$ cat src/rtl/framer_pkg.sv
package framer_pkg;

    localparam int MAX_BITS = 8;
    localparam int LEN_W    = 2;

    typedef enum logic [LEN_W-1:0] {
        LEN_8 = 2'd0,
        LEN_7 = 2'd1,
        LEN_6 = 2'd2,
        LEN_5 = 2'd3
    } len_code_e;

    typedef struct packed {
        len_code_e len;
        logic      par_en;
        logic      par_odd;
        logic      two_stop;
        logic      two_wire;
    } frame_cfg_t;

    typedef enum logic [2:0] {
        SER_IDLE,
        SER_START,
        SER_DATA,
        SER_PAR,
        SER_STOP,
        SER_HOLD
    } ser_state_e;

    function automatic frame_cfg_t unpack_cfg(input logic [21:15] f);
        frame_cfg_t c;
        c.len      = len_code_e'(f[21:20]);
        c.par_en   = f[19];
        c.par_odd  = f[18];
        c.two_stop = (f[17:16] == 2'b01);
        c.two_wire = f[15];
        return c;
    endfunction

    function automatic logic [3:0] data_bits(input len_code_e l);
        return 4'(MAX_BITS) - {2'b00, l};
    endfunction

    function automatic logic [MAX_BITS-1:0] len_mask(input len_code_e l);
        return {MAX_BITS{1'b1}} >> l;
    endfunction

    function automatic logic par_bit(input logic [MAX_BITS-1:0] d, input logic odd);
        return (^d) ^ odd;
    endfunction

endpackage

$ cat src/rtl/framer_sync.sv
module framer_sync #(
    parameter int STAGES = 2
) (
    input  logic clk,
    input  logic rst,
    input  logic din,
    output logic dout
);
    logic [STAGES-1:0] pipe;

    always_ff @(posedge clk) begin
        if (rst) pipe <= '1;
        else     pipe <= {pipe[STAGES-2:0], din};
    end

    assign dout = pipe[STAGES-1];
endmodule

$ cat src/rtl/framer_tx.sv
module framer_tx
    import framer_pkg::*;
#(
    parameter int OSR = 16
) (
    input  logic                clk,
    input  logic                rst,
    input  logic                tick,
    input  frame_cfg_t          cfg,
    input  logic                txq_empty,
    input  logic [MAX_BITS-1:0] txq_data,
    input  logic                cts_n,
    output logic                txq_pop,
    output logic                txd,
    output logic                busy
);
    localparam int CW = (OSR > 1) ? $clog2(OSR) : 1;

    ser_state_e          state;
    frame_cfg_t          cfg_q;
    logic [MAX_BITS-1:0] shreg;
    logic                par_q;
    logic [3:0]          bitcnt;
    logic [CW-1:0]       tcnt;
    logic                cell_end;
    logic [3:0]          nbits;
    logic [MAX_BITS-1:0] masked;

    assign masked   = txq_data & len_mask(cfg.len);
    assign nbits    = data_bits(cfg_q.len);
    assign cell_end = tick && (tcnt == CW'(OSR - 1));
    assign txq_pop  = (state == SER_IDLE) && !txq_empty && (cfg.two_wire || !cts_n);
    assign busy     = (state != SER_IDLE);

    always_comb begin
        case (state)
            SER_START: txd = 1'b0;
            SER_DATA:  txd = shreg[0];
            SER_PAR:   txd = par_q;
            default:   txd = 1'b1;
        endcase
    end

    always_ff @(posedge clk) begin
        if (rst) begin
            state  <= SER_IDLE;
            cfg_q  <= '0;
            shreg  <= '0;
            par_q  <= 1'b0;
            bitcnt <= '0;
            tcnt   <= '0;
        end else begin
            if (state != SER_IDLE && tick)
                tcnt <= cell_end ? '0 : tcnt + 1'b1;
            case (state)
                SER_IDLE: begin
                    if (txq_pop) begin
                        cfg_q  <= cfg;
                        shreg  <= masked;
                        par_q  <= par_bit(masked, cfg.par_odd);
                        tcnt   <= '0;
                        bitcnt <= '0;
                        state  <= SER_START;
                    end
                end
                SER_START: begin
                    if (cell_end) begin
                        bitcnt <= '0;
                        state  <= SER_DATA;
                    end
                end
                SER_DATA: begin
                    if (cell_end) begin
                        shreg <= shreg >> 1;
                        if (bitcnt == nbits - 4'd1) begin
                            bitcnt <= '0;
                            state  <= cfg_q.par_en ? SER_PAR : SER_STOP;
                        end else begin
                            bitcnt <= bitcnt + 4'd1;
                        end
                    end
                end
                SER_PAR: begin
                    if (cell_end) begin
                        bitcnt <= '0;
                        state  <= SER_STOP;
                    end
                end
                SER_STOP: begin
                    if (cell_end) begin
                        if (cfg_q.two_stop && bitcnt == 4'd0) bitcnt <= 4'd1;
                        else                                  state  <= SER_IDLE;
                    end
                end
                default: state <= SER_IDLE;
            endcase
        end
    end
endmodule

$ cat src/rtl/framer_rx.sv
module framer_rx
    import framer_pkg::*;
#(
    parameter int OSR = 16
) (
    input  logic                clk,
    input  logic                rst,
    input  logic                tick,
    input  frame_cfg_t          cfg,
    input  logic                rxs,
    output logic                push,
    output logic [MAX_BITS-1:0] data,
    output logic                perr,
    output logic                ferr,
    output logic                brk
);
    localparam int CW   = (OSR > 1) ? $clog2(OSR) : 1;
    localparam int HALF = (OSR / 2 > 0) ? OSR / 2 : 1;

    ser_state_e          state;
    frame_cfg_t          cfg_q;
    logic [MAX_BITS-1:0] shreg;
    logic [3:0]          bitcnt;
    logic [CW-1:0]       tcnt;
    logic                par_s;
    logic                any_one;
    logic                mid;
    logic [3:0]          nbits;
    logic [MAX_BITS-1:0] aligned;

    assign nbits   = data_bits(cfg_q.len);
    assign aligned = shreg >> (4'(MAX_BITS) - nbits);
    assign mid     = tick && (tcnt == CW'(OSR - 1));

    always_ff @(posedge clk) begin
        if (rst) begin
            state   <= SER_IDLE;
            cfg_q   <= '0;
            shreg   <= '0;
            bitcnt  <= '0;
            tcnt    <= '0;
            par_s   <= 1'b0;
            any_one <= 1'b0;
            push    <= 1'b0;
            data    <= '0;
            perr    <= 1'b0;
            ferr    <= 1'b0;
            brk     <= 1'b0;
        end else begin
            push <= 1'b0;
            perr <= 1'b0;
            ferr <= 1'b0;
            brk  <= 1'b0;
            case (state)
                SER_IDLE: begin
                    if (tick && !rxs) begin
                        cfg_q   <= cfg;
                        shreg   <= '0;
                        any_one <= 1'b0;
                        par_s   <= 1'b0;
                        tcnt    <= '0;
                        state   <= SER_START;
                    end
                end
                SER_START: begin
                    if (tick) begin
                        if (tcnt == CW'(HALF - 1)) begin
                            tcnt   <= '0;
                            bitcnt <= '0;
                            state  <= rxs ? SER_IDLE : SER_DATA;
                        end else begin
                            tcnt <= tcnt + 1'b1;
                        end
                    end
                end
                SER_DATA: begin
                    if (tick) tcnt <= mid ? '0 : tcnt + 1'b1;
                    if (mid) begin
                        shreg   <= {rxs, shreg[MAX_BITS-1:1]};
                        any_one <= any_one | rxs;
                        if (bitcnt == nbits - 4'd1)
                            state <= cfg_q.par_en ? SER_PAR : SER_STOP;
                        else
                            bitcnt <= bitcnt + 4'd1;
                    end
                end
                SER_PAR: begin
                    if (tick) tcnt <= mid ? '0 : tcnt + 1'b1;
                    if (mid) begin
                        par_s   <= rxs;
                        any_one <= any_one | rxs;
                        state   <= SER_STOP;
                    end
                end
                SER_STOP: begin
                    if (tick) tcnt <= mid ? '0 : tcnt + 1'b1;
                    if (mid) begin
                        push  <= 1'b1;
                        data  <= aligned;
                        ferr  <= !rxs;
                        perr  <= cfg_q.par_en && (par_s != par_bit(aligned, cfg_q.par_odd));
                        brk   <= !rxs && !any_one;
                        state <= rxs ? SER_IDLE : SER_HOLD;
                    end
                end
                SER_HOLD: begin
                    if (rxs) state <= SER_IDLE;
                end
                default: state <= SER_IDLE;
            endcase
        end
    end
endmodule

$ cat src/rtl/serial_framer_top.sv
module serial_framer_top
    import framer_pkg::*;
#(
    parameter int OSR        = 16,
    parameter int SYNC_DEPTH = 2
) (
    input  logic         clk,
    input  logic         rst,
    input  logic         tick,
    input  logic [21:15] ctrl_fmt,
    input  logic         txq_empty,
    input  logic [7:0]   txq_data,
    input  logic         cts_n,
    output logic         txq_pop,
    output logic         txd,
    output logic         tx_busy,
    output logic         tx_idle,
    input  logic         rxd,
    output logic         rxq_push,
    output logic [7:0]   rxq_data,
    output logic         rx_parity_err,
    output logic         rx_frame_err,
    output logic         rx_break
);
    frame_cfg_t cfg;
    logic       rx_line;

    assign cfg     = unpack_cfg(ctrl_fmt);
    assign tx_idle = txq_empty && !tx_busy;

    framer_tx #(.OSR(OSR)) u_tx (
        .clk       (clk),
        .rst       (rst),
        .tick      (tick),
        .cfg       (cfg),
        .txq_empty (txq_empty),
        .txq_data  (txq_data),
        .cts_n     (cts_n),
        .txq_pop   (txq_pop),
        .txd       (txd),
        .busy      (tx_busy)
    );

    framer_sync #(.STAGES(SYNC_DEPTH)) u_sync (
        .clk  (clk),
        .rst  (rst),
        .din  (rxd),
        .dout (rx_line)
    );

    framer_rx #(.OSR(OSR)) u_rx (
        .clk  (clk),
        .rst  (rst),
        .tick (tick),
        .cfg  (cfg),
        .rxs  (rx_line),
        .push (rxq_push),
        .data (rxq_data),
        .perr (rx_parity_err),
        .ferr (rx_frame_err),
        .brk  (rx_break)
    );
endmodule

$ cat config.mk
export PLATFORM = sky130hd
export DESIGN_NAME = serial_framer_top
export DESIGN_NICKNAME = d
export VERILOG_FILES = /design/src/rtl/framer_pkg.sv /design/src/rtl/framer_sync.sv /design/src/rtl/framer_tx.sv /design/src/rtl/framer_rx.sv /design/src/rtl/serial_framer_top.sv
export SDC_FILE = /design/constraint.sdc
export NUM_CORES = 1
export LEC_CHECK = 0
export BUFFER_PORTS_ARGS = -buffer_cell sky130_fd_sc_hd__buf_2
export CORE_MARGIN = 8
export CORE_UTILIZATION = 53
export CTS_CLUSTER_SIZE = 28
export DETAILED_ROUTE_END_ITERATION = 6
export MAX_ROUTING_LAYER = met4
export PLACE_DENSITY = 0.76
export SLEW_MARGIN = 0
export SYNTH_ARGS = -nofsm -noshare
export SYNTH_HDL_FRONTEND = slang
export SYNTH_SLANG_ARGS = --single-unit
$ cat constraint.sdc
create_clock -name clk -period 2.4 [get_ports clk]
set_input_delay 0.48 -clock clk [delete_from_list [all_inputs] [get_ports clk]]
set_output_delay 0.48 -clock clk [all_outputs]
set_load 0.02 [all_outputs]
==> flow_summary.ini <==
[placement]
dpl.hpwl_um = 5250
gp_congestion = 0.847
port_buffers = 36
dpl_worst_slack_ps = 106
place_area_um2 = 3610

[cells_and_area]
nFillCells = 540
nets = 447
diodes = 0
finish.utilization = 0.618
areaGrowthSynthToFinish_pct = 14.6
multi_input_area_um2 = 1950
fin_area_um2 = 3860
layout-drive-gt1-share = 0.196
regArea_um2 = 1260

[yosys]
ys.flop_type = dfxtp_1
syn_avg_cell_area_um2 = 8.67
synth_seq_cells = 63
synth-edff-count = 0
synth_cells = 388
synth_area_um2 = 3360
yosysWarnings = 0
yosys.area.top_type = dfxtp_1
synth.yosys.seq_area_share = 0.375
async_reset_ff_frac = 0
yosys.area.top_type_share = 0.375
synth.distinct_cells = 60
synthTopCellsByArea = dfxtp_1 37%, nor2_1 5.5%, mux2i_1 4.5%
synth_nets = 416

[power]
seqPwrFrac = 0.464
p_comb_frac = 0.087
swShare = 0.225
power.internal_w = 0.00182
max-vdd-ir-drop_uv = 381
clkPwrFrac = 0.449
p_leak_nw = 1.50
power.density_nw_per_um2 = 609
netSwitchingPower_w = 0.000528

[setup_path]
cp.required_ps = 2630
r2r_setup_slack_ps = 230
crit_start = u_rx.cfg_q[5]
reg2reg_depth = 8
end_kind = flip-flop
cp.arrival_ps = 2400
cp-start-kind = flip-flop
path_max_fanout = 6
r2r-start = u_rx.cfg_q[5]
crit_slowest_cell = dfxtp_1
slowest_delay_ps = 330
crit_end = u_rx.state[2]
worst_r2r_endpoint = u_rx.state[2]
crit_type = reg -> reg
path_cells = inv_1, ha_4, buf_4, xor2_1, mux2i_1, and2_1, o221ai_1, mux2_2

[global_routing]
grt_first_pass_wirelength_um = 12400
track_usage = 0.176
grt_pass1_vias = 2742
grt_start_max_net_pins = 31
gr-total-overflow = 0
antenna_found_initial = 0

[drt]
drtAntennaViolNets = 0
routedWlPerCell_um = 14.6
routed_wl_um = 7310
drt_pass1_iterations = 4
vias_per_cell = 5.84
vias = 2919
drt_iter0_markers = 156
drc_errors = 0

[clocking]
cts_sinks = 63
clockRootBuffer = clkbuf_8
clkTransAtPathRegs_ps = 70
numCtsBuffers = 9
cts_tree = done
cts-root-to-sink-buffers = 2
clk_latency_ps = 340
cts-htree-levels = 3

[die]
coreArea_um2 = 6240
initial_core_util = 0.539
fp.dieArea_um2 = 9150
row_count = 29
ios = 37
fp.dieW_um = 95.7
dieHeight_um = 95.7

[timing]
tightest_slew_ps = 621
fmax_ghz = 0.461
rsz0062_at_grt = no
hold_viol = 0
fin_crit_ps = 2170
skew_ps = 6.23
slew_headroom = 0.582
post-route-period-util = 0.904
fin_ws_ps = 230
whs_ps = 332
drv_slew = 0
setup_violations = 0
fin_tns_setup_ps = 0

[worst_hold_path]
hold_path.class = in -> reg

[run_status]
status = completed

[run]
cap_violations = 0
==> cells in the mapped netlist (4+ instances only) <==
master and count:
or3_1 4, buf_2 7, ha_1 7, dfxtp_1 63
clkbuf_1 20, nand2_1 21, nor3_1 17, o21ai_0 10
a21oi_1 26, mux2i_1 15, xor2_1 6, nor2_1 49
nand3_1 7, a211oi_1 11, inv_1 13, nand2b_1 8
mux2_2 4, nor2b_1 4, and2_1 4, and3_1 4
a22oi_1 8, xnor2_1 14, nand4_1 7, or2_2 4
mux4_2 5
==> sequential cells by signal, indices dropped and copies added (netlist names) <==
register	flops
u_rx.shreg	8
u_rx.par_s	1
u_rx.perr	1
u_tx.tcnt	4
u_rx.ferr	1
u_tx.bitcnt	4
u_rx.brk	1
u_rx.data	8
u_rx.cfg_q	4
u_tx.state	3
u_rx.tcnt	4
u_rx.state	3
u_rx.push	1
u_rx.bitcnt	4
u_rx.any_one	1
u_sync.pipe	2
u_tx.par_q	1
u_tx.cfg_q	4
u_tx.shreg	8
==> cells in the final DEF (no fill, tap or decap), types with 5 or more instances in the layout <==
master    count
a211oi_1     11
ha_1          6
xnor2_1      14
clkbuf_8     12
a21oi_1      26
nand4_1       7
mux4_2        5
nand2_1      21
buf_4        11
inv_1        13
nand2b_1      8
a22oi_1       8
dfxtp_1      63
mux2i_1      15
buf_2        36
o21ai_0      10
nor2_1       49
xor2_1        6
nor3_1       17
nand3_1       7
==> worst max-delay path, delay by kind of cell (launching register included) <==
kind,cells,cell delay (ps)
AO/OA/AOI/OAI,1,180
multiplexers,2,570
XOR/XNOR,1,180
adder cells (fa/ha/maj),1,330
AND/OR/NAND/NOR,1,230
buffers and inverters,2,230
flip-flops,1,330
==> power groups by stage <==
stage | sequential [W] | combinational [W] | clock [W]
final | 0.00109 | 0.000204 | 0.00106
after global routing | 0.00109 | 0.000225 | 0.00112
after CTS | 0.00109 | 0.000203 | 0.00108
after detailed placement | 0.00111 | 0.000202 | 0
after global placement | 0.00111 | 0.000197 | 0
after floorplan | 0.00110 | 0.000151 | 0
==> metrics by stage <==
stage          std cells  power, W
3_3_place_gp         485   0.00131
2_1_floorplan        388   0.00125
4_1_cts              500   0.00237
6_report             500   0.00235
3_5_place_dp         485   0.00132
5_1_grt              500   0.00244
==> area by class of cell <==
type | count | share of cell area
clock inverters | 3 | 0.0169
inverters | 14 | 0.0136
flip-flops and latches | 63 | 0.327
multi-input cells | 284 | 0.506
well taps | 77 | 0.0250
clock buffers | 12 | 0.0428
repair buffers | 47 | 0.0681
==> kinds of logic after synthesis <==
logic type | share of synthesized area
DFF | 0.375
AOI/OAI and AO/OA | 0.162
buffers and inverters | 0.0483
adders and majority gates | 0.0260
xor gates and xnor gates | 0.0655
and+or+nand+nor | 0.232
muxes | 0.0915
==> per-layer routing <==
| metal | vias up | global-route usage | share of wire |
|---|---|---|---|
| li1 | 1445 | - | - |
| met1 | 1400 | 0.218 | 0.47 |
| met2 | 58 | 0.262 | 0.47 |
| met3 | 16 | 0.0433 | 0.034 |
| met4 | 0 | 0.0832 | 0.023 |
| met5 | - | - | 0 |
==> worst min-delay path by stage <==
stage / start / endpoint / slack [ps] / cells past startpoint
2_1_floorplan: u_sync.pipe[0] / u_sync.pipe[1] / 390 / 1
3_3_place_gp: u_sync.pipe[0] / u_sync.pipe[1] / 400 / 1
3_5_place_dp: u_sync.pipe[0] / u_sync.pipe[1] / 400 / 1
4_1_cts: rxd / u_sync.pipe[0] / 310 / 2
5_1_grt: rxd / u_sync.pipe[0] / 320 / 2
6_report: rxd / u_sync.pipe[0] / 330 / 2
==> timing repair <==
action,CTS,global route
endpoints found under the hold margin,0,0
setup endpoints to repair,0,3
resized for setup,0,2
hold buffers,0,0
setup buffers,0,0
Power figures use the tool's default switching activity.
